[src/rtl/tr_pkg.sv]
package tr_pkg;

    typedef enum logic [0:0] {
        MODE_TURN = 1'b0,
        MODE_ROT  = 1'b1
    } tr_mode_e;

    typedef enum logic [0:0] {
        ST_IDLE = 1'b0,
        ST_RUN  = 1'b1
    } tr_state_e;

    // ((hi * n_mid) + mid) * n_lo + lo
    function automatic logic [31:0] lin3(
        input logic [31:0] hi,
        input logic [31:0] mid,
        input logic [31:0] lo,
        input logic [31:0] n_mid,
        input logic [31:0] n_lo
    );
        return ((hi * n_mid) + mid) * n_lo + lo;
    endfunction

    function automatic int unsigned max2(input int unsigned a, input int unsigned b);
        return (a > b) ? a : b;
    endfunction

endpackage

[src/rtl/tr_idx_ctr.sv]
module tr_idx_ctr #(
    parameter int IW = 11
) (
    input  logic                clk,
    input  logic                rst,
    input  logic                clr,
    input  logic                step,
    input  logic [2:0][IW-1:0]  lim,
    output logic [2:0][IW-1:0]  idx,
    output logic                last
);
    logic [2:0] wrap;
    logic [3:0] carry;

    assign carry[3] = step;

    for (genvar d = 2; d >= 0; d--) begin : g_digit
        assign wrap[d]  = (idx[d] == lim[d] - 1'b1);
        assign carry[d] = carry[d+1] && wrap[d];

        always_ff @(posedge clk) begin
            if (rst || clr) begin
                idx[d] <= '0;
            end else if (carry[d+1]) begin
                idx[d] <= wrap[d] ? '0 : idx[d] + 1'b1;
            end
        end

        p_idx_range_r2: assert property (@(posedge clk) disable iff (rst)
            !clr |=> (idx[d] < lim[d]));
    end

    assign last = &wrap;

endmodule

[src/rtl/tr_addr_map.sv]
module tr_addr_map
    import tr_pkg::*;
#(
    parameter int AW      = 32,
    parameter int IW      = 11,
    parameter int N_CHIRP = 32,
    parameter int N_SAMP  = 1024,
    parameter int N_ANT   = 12,
    parameter int N_RANGE = 512
) (
    input  tr_mode_e            mode,
    input  logic [AW-1:0]       src_base,
    input  logic [AW-1:0]       dst_base,
    input  logic [2:0][IW-1:0]  idx,
    output logic [AW-1:0]       rd_addr,
    output logic [AW-1:0]       wr_addr
);
    logic [31:0] i0, i1, i2;
    logic [31:0] src_off, dst_off;

    assign i0 = 32'(idx[0]);
    assign i1 = 32'(idx[1]);
    assign i2 = 32'(idx[2]);

    always_comb begin
        if (mode == MODE_TURN) begin
            // i1 = chirp, i2 = sample
            src_off = lin3(32'd0, i1, i2, 32'(N_CHIRP), 32'(N_SAMP));
            dst_off = lin3(32'd0, i2, i1, 32'(N_SAMP), 32'(N_CHIRP));
        end else begin
            // i0 = antenna, i1 = range, i2 = chirp
            src_off = lin3(i0, i1, i2, 32'(N_RANGE), 32'(N_CHIRP));
            dst_off = lin3(i1, i2, i0, 32'(N_CHIRP), 32'(N_ANT));
        end
    end

    assign rd_addr = src_base + AW'(src_off);
    assign wr_addr = dst_base + AW'(dst_off);

endmodule

[src/rtl/tr_row_track.sv]
module tr_row_track #(
    parameter int RW    = 22,
    parameter int CNT_W = 20
) (
    input  logic             clk,
    input  logic             rst,
    input  logic             clr,
    input  logic             acc,
    input  logic [RW-1:0]    row,
    output logic             flag,
    output logic [CNT_W-1:0] cnt
);
    logic          first_q;
    logic [RW-1:0] prev_q;

    assign flag = first_q || (row != prev_q);

    always_ff @(posedge clk) begin
        if (rst) begin
            first_q <= 1'b1;
            prev_q  <= '0;
            cnt     <= '0;
        end else if (clr) begin
            first_q <= 1'b1;
            cnt     <= '0;
        end else if (acc) begin
            first_q <= 1'b0;
            prev_q  <= row;
            if (flag) cnt <= cnt + 1'b1;
        end
    end

    p_cnt_hold_r8: assert property (@(posedge clk) disable iff (rst)
        (!clr && !(acc && flag)) |=> $stable(cnt));

    p_first_flag_r7: assert property (@(posedge clk) disable iff (rst)
        clr |=> flag);

    p_same_row_r7: assert property (@(posedge clk) disable iff (rst)
        (acc && !clr) |=> (flag || (row == $past(row)) || $past(clr)) );

endmodule

[src/rtl/tr_addr_gen.sv]
module tr_addr_gen
    import tr_pkg::*;
#(
    parameter int AW       = 32,
    parameter int CNT_W    = 20,
    parameter int N_CHIRP  = 32,
    parameter int N_SAMP   = 1024,
    parameter int N_ANT    = 12,
    parameter int N_RANGE  = 512,
    parameter int ROW_LOG2 = 10
) (
    input  logic             clk,
    input  logic             rst,
    input  logic             start,
    input  logic             mode,
    input  logic [AW-1:0]    src_base,
    input  logic [AW-1:0]    dst_base,
    output logic             busy,
    output logic             done,
    output logic             out_valid,
    input  logic             out_ready,
    output logic [AW-1:0]    rd_addr,
    output logic [AW-1:0]    wr_addr,
    output logic             row_chg,
    output logic [CNT_W-1:0] row_cnt
);
    localparam int unsigned MAXD = max2(max2(N_CHIRP, N_SAMP), max2(N_ANT, N_RANGE));
    localparam int IW = $clog2(MAXD) + 1;
    localparam int RW = AW - ROW_LOG2;

    tr_state_e          state_q;
    tr_mode_e           mode_q;
    logic [AW-1:0]      sb_q, db_q;
    logic [2:0][IW-1:0] lim, idx;
    logic               last, acc, start_acc;

    assign start_acc = start && (state_q == ST_IDLE);
    assign out_valid = (state_q == ST_RUN);
    assign busy      = out_valid;
    assign acc       = out_valid && out_ready;

    always_ff @(posedge clk) begin
        if (rst) begin
            state_q <= ST_IDLE;
            mode_q  <= MODE_TURN;
            sb_q    <= '0;
            db_q    <= '0;
            done    <= 1'b0;
        end else begin
            done <= acc && last;
            if (start_acc) begin
                state_q <= ST_RUN;
                mode_q  <= tr_mode_e'(mode);
                sb_q    <= src_base;
                db_q    <= dst_base;
            end else if (acc && last) begin
                state_q <= ST_IDLE;
            end
        end
    end

    always_comb begin
        if (mode_q == MODE_TURN) begin
            lim = {IW'(N_SAMP), IW'(N_CHIRP), IW'(1)};
        end else begin
            lim = {IW'(N_CHIRP), IW'(N_RANGE), IW'(N_ANT)};
        end
    end

    tr_idx_ctr #(.IW(IW)) u_ctr (
        .clk  (clk),
        .rst  (rst),
        .clr  (start_acc),
        .step (acc),
        .lim  (lim),
        .idx  (idx),
        .last (last)
    );

    tr_addr_map #(
        .AW(AW), .IW(IW), .N_CHIRP(N_CHIRP), .N_SAMP(N_SAMP),
        .N_ANT(N_ANT), .N_RANGE(N_RANGE)
    ) u_map (
        .mode     (mode_q),
        .src_base (sb_q),
        .dst_base (db_q),
        .idx      (idx),
        .rd_addr  (rd_addr),
        .wr_addr  (wr_addr)
    );

    tr_row_track #(.RW(RW), .CNT_W(CNT_W)) u_row (
        .clk  (clk),
        .rst  (rst),
        .clr  (start_acc),
        .acc  (acc),
        .row  (rd_addr[AW-1:ROW_LOG2]),
        .flag (row_chg),
        .cnt  (row_cnt)
    );

    p_hold_r4: assert property (@(posedge clk) disable iff (rst)
        (out_valid && !out_ready) |=> (out_valid && $stable(rd_addr) && $stable(wr_addr)));

    p_read_linear_r2: assert property (@(posedge clk) disable iff (rst)
        (acc && !last) |=> (rd_addr == $past(rd_addr) + 1'b1));

    p_done_pulse_r5: assert property (@(posedge clk) disable iff (rst)
        done |=> !done);

    p_done_idle_r5: assert property (@(posedge clk) disable iff (rst)
        done |-> !busy);

    p_start_ignored_r6: assert property (@(posedge clk) disable iff (rst)
        (busy && !(acc && last)) |=> busy);

endmodule

[config.mk]
export PLATFORM = sky130hd
export DESIGN_NAME = tr_addr_gen
export DESIGN_NICKNAME = d
export VERILOG_FILES = /design/src/rtl/tr_pkg.sv /design/src/rtl/tr_idx_ctr.sv /design/src/rtl/tr_addr_map.sv /design/src/rtl/tr_row_track.sv /design/src/rtl/tr_addr_gen.sv
export SDC_FILE = /design/constraint.sdc
export NUM_CORES = 1
export LEC_CHECK = 0
export CORE_ASPECT_RATIO = 1.1
export CORE_MARGIN = 1
export CORE_UTILIZATION = 45
export DETAILED_ROUTE_END_ITERATION = 10
export GPL_TIMING_DRIVEN = 0
export MAX_ROUTING_LAYER = met4
export PLACE_DENSITY = 0.69
export RECOVER_POWER = 25
export SLEW_MARGIN = 5
export SYNTH_ARGS = -nofsm -noshare
export SYNTH_HDL_FRONTEND = slang
export SYNTH_SLANG_ARGS = --single-unit
[constraint.sdc]
create_clock -name clk -period 6.81 [get_ports clk]
set_input_delay 1.362 -clock clk [delete_from_list [all_inputs] [get_ports clk]]
set_output_delay 1.362 -clock clk [all_outputs]
set_load 0.005 [all_outputs]
* Word level (Yosys, flattened, before mapping)
Index checks and enable logic that the tools add are counted.
Storage, ports and cells: register bits 143, input port bits 69, output and inout port bits 88
Cells by class: add/subtract/negate cells 15, multiply operators 1, equal/unequal tests 4, multiplexer cells 8, bitwise gates (word level) 2, reductions and logical operators 12
Operator list (number):
- $add 32x11->32 | 2
- $add 32x32->32 | 2
- $mux 32 | 2
- $add 16x11->17 | 2
- $add 11x1->11 const B | 3
- $eq 11x11->1 | 3
- $mux 11 | 3
- $mux 33 | 1
- $sub 11x1->11 const B | 3
- $mul 32x2->30 const B | 1
- $add 21x11->22 | 1
- $ne 22x22->1 | 1
- $add 20x11->21 | 1
- $add 20x1->20 const B | 1
- $logic_and 1x1->1 | 5
- $reduce_and 2->1 | 2
- $reduce_and 3->1 | 1
- $logic_or 1x1->1 | 2
- $mux 1 | 2
- $not 1->1 | 2
- $reduce_bool 2->1 | 1
- $reduce_or 2->1 | 1

* Depth between registers and ports, before layout
word-level depth 7, gate-level depth with buffers 28, mapped depth without buffers 26

* Cells and area by module
Synthesis repeated with hierarchy kept, for this count alone.
Second synthesis, totals: cell total of the unflattened synthesis 1684, area total of the unflattened synthesis 13475.4 sq um
Modules (own cells, without submodules):
- tr_addr_map | times used 1, cells an instance 783, area each 5617.9 sq um, sequential area each 0.0 sq um
- tr_addr_gen | times used 1, cells an instance 304, area each 3024.2 sq um, sequential area each 1341.3 sq um
- tr_idx_ctr | times used 1, cells an instance 356, area each 2825.2 sq um, sequential area each 660.6 sq um
- tr_row_track | times used 1, cells an instance 241, area each 2008.2 sq um, sequential area each 860.8 sq um

* Worst setup path before layout
Ideal clock, no wire load.
path type register to output, start point reg u_ctr.idx[27] (netlist name), end point out wr_addr[24], arrival time 5445 ps, required time 5448 ps, path slack 3 ps, stages on the path, launching flop included 25, path buffers 0, cell sequence dfxtp_1 -> ha_1 -> fa_1 -> a21oi_1 -> nor2_1 -> nor2_1 -> o21bai_1 -> a21oi_1 -> xnor2_1 -> ha_1 -> a2111oi_0 -> nor2_1 -> xnor2_1 -> and3_1 -> o21ai_0 -> xnor2_1 -> a22o_1 -> ha_1 -> o21a_1 -> nor2_1 -> nor3b_1 -> a2111oi_0 -> o41ai_1 -> nand3_1 -> xnor2_1
Between the ends: word-level cells in the longest chain between the ends 5, elaborated cells on any way between the ends 6, classes of those cells add/sub (4); mul (1); mux (1)
RTL lines:
- start: declaration | RTL line tr_idx_ctr.sv:9 | output logic [2:0][IW-1:0] idx,
- start signal: indexed assignment | RTL line tr_idx_ctr.sv:25 | idx[d] <= wrap[d] ? '0 : idx[d] + 1'b1;
- $add 16x11->17 | RTL line tr_pkg.sv:21 | return ((hi * n_mid) + mid) * n_lo + lo;
- $mul 32x2->30 | RTL line tr_pkg.sv:21
- $add 32x11->32 | RTL line tr_pkg.sv:21
- $mux 32 * | RTL line tr_addr_map.sv:26 | if (mode == MODE_TURN) begin
- $add 32x32->32 * | RTL line tr_addr_map.sv:38 | assign wr_addr = dst_base + AW'(dst_off);
- end: declaration | RTL line tr_addr_gen.sv:23 | output logic [AW-1:0] wr_addr,
Every way passes the cells marked *; elsewhere a longest branch is shown, timed or not.

* Final worst setup path
start point reg u_ctr.idx[11] (netlist name), end point out wr_addr[27]
Same word-level chain as after synthesis.

==> impl_results.html <==
<table>
<tr><th>Metric</th><th>Value</th></tr>
<tr><th colspan="2">Status</th></tr>
<tr><td>Run status</td><td>finished with violations</td></tr>
<tr><td>Violated checks</td><td>negative setup slack</td></tr>
<tr><th colspan="2">STA</th></tr>
<tr><td>Count of pins over their slew limit</td><td>0</td></tr>
<tr><td>Final WS setup</td><td>-285 ps</td></tr>
<tr><td>Final cycle utilization of the critical path</td><td>1.04</td></tr>
<tr><td>Maximum operating frequency</td><td>approximately 140 MHz</td></tr>
<tr><td>Slew HR</td><td>0.290</td></tr>
<tr><td>Post-route setup TNS</td><td>-2860 ps</td></tr>
<tr><td>Post-route clock skew</td><td>17.9 ps</td></tr>
<tr><td>Slew @ Worst Pin</td><td>1060 ps</td></tr>
<tr><td>Number of endpoints failing setup at the final stage</td><td>14</td></tr>
<tr><td>Setup repair after global routing missed its margin</td><td>yes</td></tr>
<tr><td>Tmin final</td><td>7090 ps</td></tr>
<tr><td>Hold WS</td><td>462 ps</td></tr>
<tr><td>Hold Fails Final Rpt</td><td>0</td></tr>
<tr><th colspan="2">GRT</th></tr>
<tr><td>Global Route Usage Sum</td><td>0.317</td></tr>
<tr><td>Global-route wire length before repair</td><td>between 60000 and 70000 µm</td></tr>
<tr><td>Leftover overflow at the end of global routing</td><td>0</td></tr>
<tr><td>Via count of the first global-routing pass</td><td>12680</td></tr>
<tr><td>Largest net degree at the start of global routing</td><td>17</td></tr>
<tr><td>Initial antenna violation count</td><td>0</td></tr>
<tr><th colspan="2">Setup path</th></tr>
<tr><td>Type of destination of the critical path</td><td>output pin</td></tr>
<tr><td>R2r startpoint</td><td>u_ctr.idx[11]$_SDFFE_PP0P_</td></tr>
<tr><td>Cell mode on critical path</td><td>sky130_fd_sc_hd__ha_4</td></tr>
<tr><td>Slowest cell on crit path</td><td>sky130_fd_sc_hd__nor3_1</td></tr>
<tr><td>Depth of the most critical reg-to-reg path</td><td>32</td></tr>
<tr><td>CP required</td><td>5450 ps</td></tr>
<tr><td>Kind of critical path</td><td>reg2out</td></tr>
<tr><td>Nature of the critical path startpoint</td><td>flip-flop</td></tr>
<tr><td>Worst endpoint data arrival time</td><td>5730 ps</td></tr>
<tr><td>Highest fanout seen on the critical path</td><td>5</td></tr>
<tr><td>Reg-to-Reg End</td><td>u_row.cnt[11]$_SDFFE_PP0P_</td></tr>
<tr><td>R2r setup slk</td><td>910 ps</td></tr>
<tr><td>Delay of the slowest critical-path stage</td><td>420 ps</td></tr>
<tr><th colspan="2">Synthesis</th></tr>
<tr><td>Ys Warns</td><td>0</td></tr>
<tr><td>Net Count, Synth</td><td>between 1500 and 2000</td></tr>
<tr><td>Cell type with the largest total area after synthesis</td><td>sky130_fd_sc_hd__dfxtp_1</td></tr>
<tr><td>Predominant post-synthesis flop cell</td><td>sky130_fd_sc_hd__dfxtp_1</td></tr>
<tr><td>Post-synth ARST share</td><td>0</td></tr>
<tr><td>List of most frequent post-synthesis cells</td><td>281 x sky130_fd_sc_hd__nand2_1, 182 x sky130_fd_sc_hd__a21oi_1, 143 x sky130_fd_sc_hd__dfxtp_1, 133 x sky130_fd_sc_hd__nor2_1</td></tr>
<tr><td>Top cell type's share of synthesized area</td><td>0.232</td></tr>
<tr><td>Syn Std Cell Area</td><td>between 10000 and 15000 µm²</td></tr>
<tr><td>Cell count after synthesis</td><td>1653</td></tr>
<tr><td>Number of enable-type register cells in the synthesized netlist</td><td>0</td></tr>
<tr><td>Flip-flop and latch count after synthesis</td><td>143</td></tr>
<tr><td>Cells taking the most area after synthesis</td><td>sky130_fd_sc_hd__dfxtp_1 23%, sky130_fd_sc_hd__ha_1 9.6%, sky130_fd_sc_hd__nand2_1 8.5%</td></tr>
<tr><td>Netlist cell types</td><td>90</td></tr>
<tr><td>Mean post-synth cell area</td><td>between 7 and 8 µm²</td></tr>
<tr><td>Most common cell in the netlist</td><td>sky130_fd_sc_hd__nand2_1</td></tr>
<tr><td>Fraction of the yosys area taken by sequential cells</td><td>0.232</td></tr>
<tr><th colspan="2">Drt</th></tr>
<tr><td>Via-to-Cell Ratio</td><td>5.81</td></tr>
<tr><td>Post-detailed-route wirelength per cell</td><td>19.4 µm</td></tr>
<tr><td>Remaining antenna violation count after routing</td><td>0</td></tr>
<tr><td>Number of iterations in the first detailed-routing pass</td><td>6</td></tr>
<tr><td>DR DRC count</td><td>0</td></tr>
<tr><td>Aggregate routed wire length</td><td>44500 µm</td></tr>
<tr><td>Total via count in the routed design</td><td>about 13000</td></tr>
<tr><td>DR iter-0 viols</td><td>975</td></tr>
<tr><th colspan="2">Power and ir drop</th></tr>
<tr><td>Overall Power</td><td>2270 µW</td></tr>
<tr><td>Worst vdd rail ir drop</td><td>between 0.0001 and 0.00015 V</td></tr>
<tr><td>Cell Pwr Density</td><td>134 nW/µm²</td></tr>
<tr><td>Internal Dissipation</td><td>1560 µW</td></tr>
<tr><td>Clock network fraction of design power</td><td>0.413</td></tr>
<tr><td>P_sw</td><td>roughly 720 µW</td></tr>
<tr><td>Combinational fraction of design power</td><td>0.197</td></tr>
<tr><td>Switching part of the total</td><td>0.315</td></tr>
<tr><td>Share of total power in sequential cells</td><td>0.390</td></tr>
<tr><td>Total leakage power</td><td>around 0.007 µW</td></tr>
<tr><th colspan="2">Floorplan</th></tr>
<tr><td>Die Wd</td><td>160 µm</td></tr>
<tr><td>Std-Cell Core Area</td><td>27000 µm²</td></tr>
<tr><td>Full die area</td><td>28100 µm²</td></tr>
<tr><td>IO Count</td><td>157</td></tr>
<tr><td>Placement row count</td><td>63</td></tr>
<tr><td>Overall die height</td><td>176 µm</td></tr>
<tr><td>Initial Util</td><td>0.458</td></tr>
<tr><th colspan="2">Clocking</th></tr>
<tr><td>CTS tree</td><td>yes</td></tr>
<tr><td>Number of buffers inserted during clock tree synthesis</td><td>17</td></tr>
<tr><td>Clock edge transition at the registers on the reported setup and hold paths</td><td>70 ps</td></tr>
<tr><td>Count of H-tree levels built during CTS</td><td>4</td></tr>
<tr><td>Clock Path Buffers</td><td>2</td></tr>
<tr><td>Clock latency at the later pin of the worst-skew pair</td><td>440 ps</td></tr>
<tr><td>Root buf cell</td><td>sky130_fd_sc_hd__clkbuf_16</td></tr>
<tr><td>Total number of clock tree sinks</td><td>143</td></tr>
<tr><th colspan="2">Min path</th></tr>
<tr><td>Startpoint of the worst hold path</td><td>sb_q[0]$_SDFFE_PP0P_</td></tr>
<tr><td>Hold path depth</td><td>2</td></tr>
<tr><td>Worst hold path endpoint</td><td>sb_q[0]$_SDFFE_PP0P_</td></tr>
<tr><td>Type of the tightest min-delay check</td><td>reg2reg</td></tr>
<tr><th colspan="2">Place</th></tr>
<tr><td>Half-perimeter wire length after placement</td><td>around 33000 µm</td></tr>
<tr><td>Buffers on Ports</td><td>between 150 and 200</td></tr>
<tr><td>Placer Congestion</td><td>1.05</td></tr>
<tr><th colspan="2">Flow run</th></tr>
<tr><td>Max capacitance violation total</td><td>0</td></tr>
<tr><th colspan="2">Cells and area</th></tr>
<tr><td>Nets</td><td>2092</td></tr>
<tr><td>Fraction of layout instances using a drive strength above 1</td><td>0.211</td></tr>
<tr><td>Antenna diode count</td><td>0</td></tr>
<tr><td>Synthesis-to-finish area growth</td><td>37.3%</td></tr>
</table>
[critical path, delay by kind of cell, from the launching register on]
family / cells / cell delay, ps
DFF: 1 / 360
AOI/OAI and AO/OA: 9 / 1720
buffers and inverters: 3 / 450
adders and majority gates: 4 / 1040
and+or+nand+nor: 7 / 1110
xor gates and xnor gates: 4 / 600
[sequential cells by signal (all words and copies together), names as in the netlist]
signal / count
u_row.prev_q: 22
sb_q: 32
u_row.cnt: 20
done: 1
busy: 1
db_q: 32
u_row.first_q: 1
mode_q: 1
u_ctr.idx: 33
[layout by cell type (no fill, tap or decap), drive strengths merged, types with 59 or more instances in the layout]
cell type	synthesis	layout
a21oi	193	193
buf	21	127
clkbuf	63	79
clkdlybuf4s50	0	115
dfxtp	143	143
ha	95	95
inv	50	59
nand2	281	281
nor2	134	134
o21ai	62	62
xnor2	95	95
xor2	68	68
[layout make-up]
class,count,area [µm²]
tap,357,447
fill,2416,10000
buffer,78,410
sequential,143,2890
inverter,50,193
clock inverter,15,145
timing repair buffer,255,2300
multi-input combinational,1376,10100
clock buffer,17,425
[cell families (layout without fill, tap and decap cells)]
| family | after synthesis | after routing | synth area share |
|---|---|---|---|
| and+or+nand+nor | 669 | 669 | 0.255 |
| AOI/OAI and AO/OA | 415 | 415 | 0.215 |
| xor gates and xnor gates | 166 | 166 | 0.121 |
| DFF | 143 | 143 | 0.232 |
| buffers and inverters | 134 | 415 | 0.0484 |
| adders and majority gates | 102 | 102 | 0.108 |
| muxes | 23 | 23 | 0.0199 |
| other | 1 | 1 | 0.000304 |
[through the flow]
step,cells,utilization,worst slack (ps),cell area [µm²]
floorplan,1653,-,3.20,12300
CTS,2259,0.600,-222,16200
detailed placement,2166,0.532,-1800,14300
global route,2291,0.628,-459,16900
finish,2291,0.628,-285,16900
global placement,2166,0.532,-1620,14300
[routing by layer]
metal	wire, µm	GRT usage
met5	0	-
met4	2260	0.155
met3	1930	0.0333
met2	21900	0.543
met1	18500	0.371
[worst max path at each step]
stage | start | endpoint | slack, ps
2_1_floorplan | u_ctr.idx[27]$_SDFFE_PP0P_ | wr_addr[24] | 3
6_report | u_ctr.idx[11]$_SDFFE_PP0P_ | wr_addr[27] | -280
4_1_cts | u_ctr.idx[27]$_SDFFE_PP0P_ | wr_addr[24] | -220
3_3_place_gp | u_ctr.idx[11]$_SDFFE_PP0P_ | wr_addr[24] | -1620
3_5_place_dp | u_ctr.idx[11]$_SDFFE_PP0P_ | wr_addr[24] | -1800
5_1_grt | u_ctr.idx[27]$_SDFFE_PP0P_ | wr_addr[27] | -460
[power groups by stage]
stage | sequential [µW] | combinational, µW | clock [µW]
global placement | 905 | 402 | 0
floorplan | 899 | 221 | 0
finish | 887 | 448 | 939
CTS | 885 | 424 | 947
detailed placement | 906 | 403 | 0
global route | 890 | 480 | 983
[timing repair]
| action | 4_1_cts | 5_1_grt |
|---|---|---|
| buffers inserted | 66 | 33 |
| setup endpoints to repair | 34 | 30 |
| hold buffers | 0 | 0 |
| gates resized for setup | 223 | 120 |
| pin swaps | 91 | 82 |
Power figures use the tool's default switching activity.
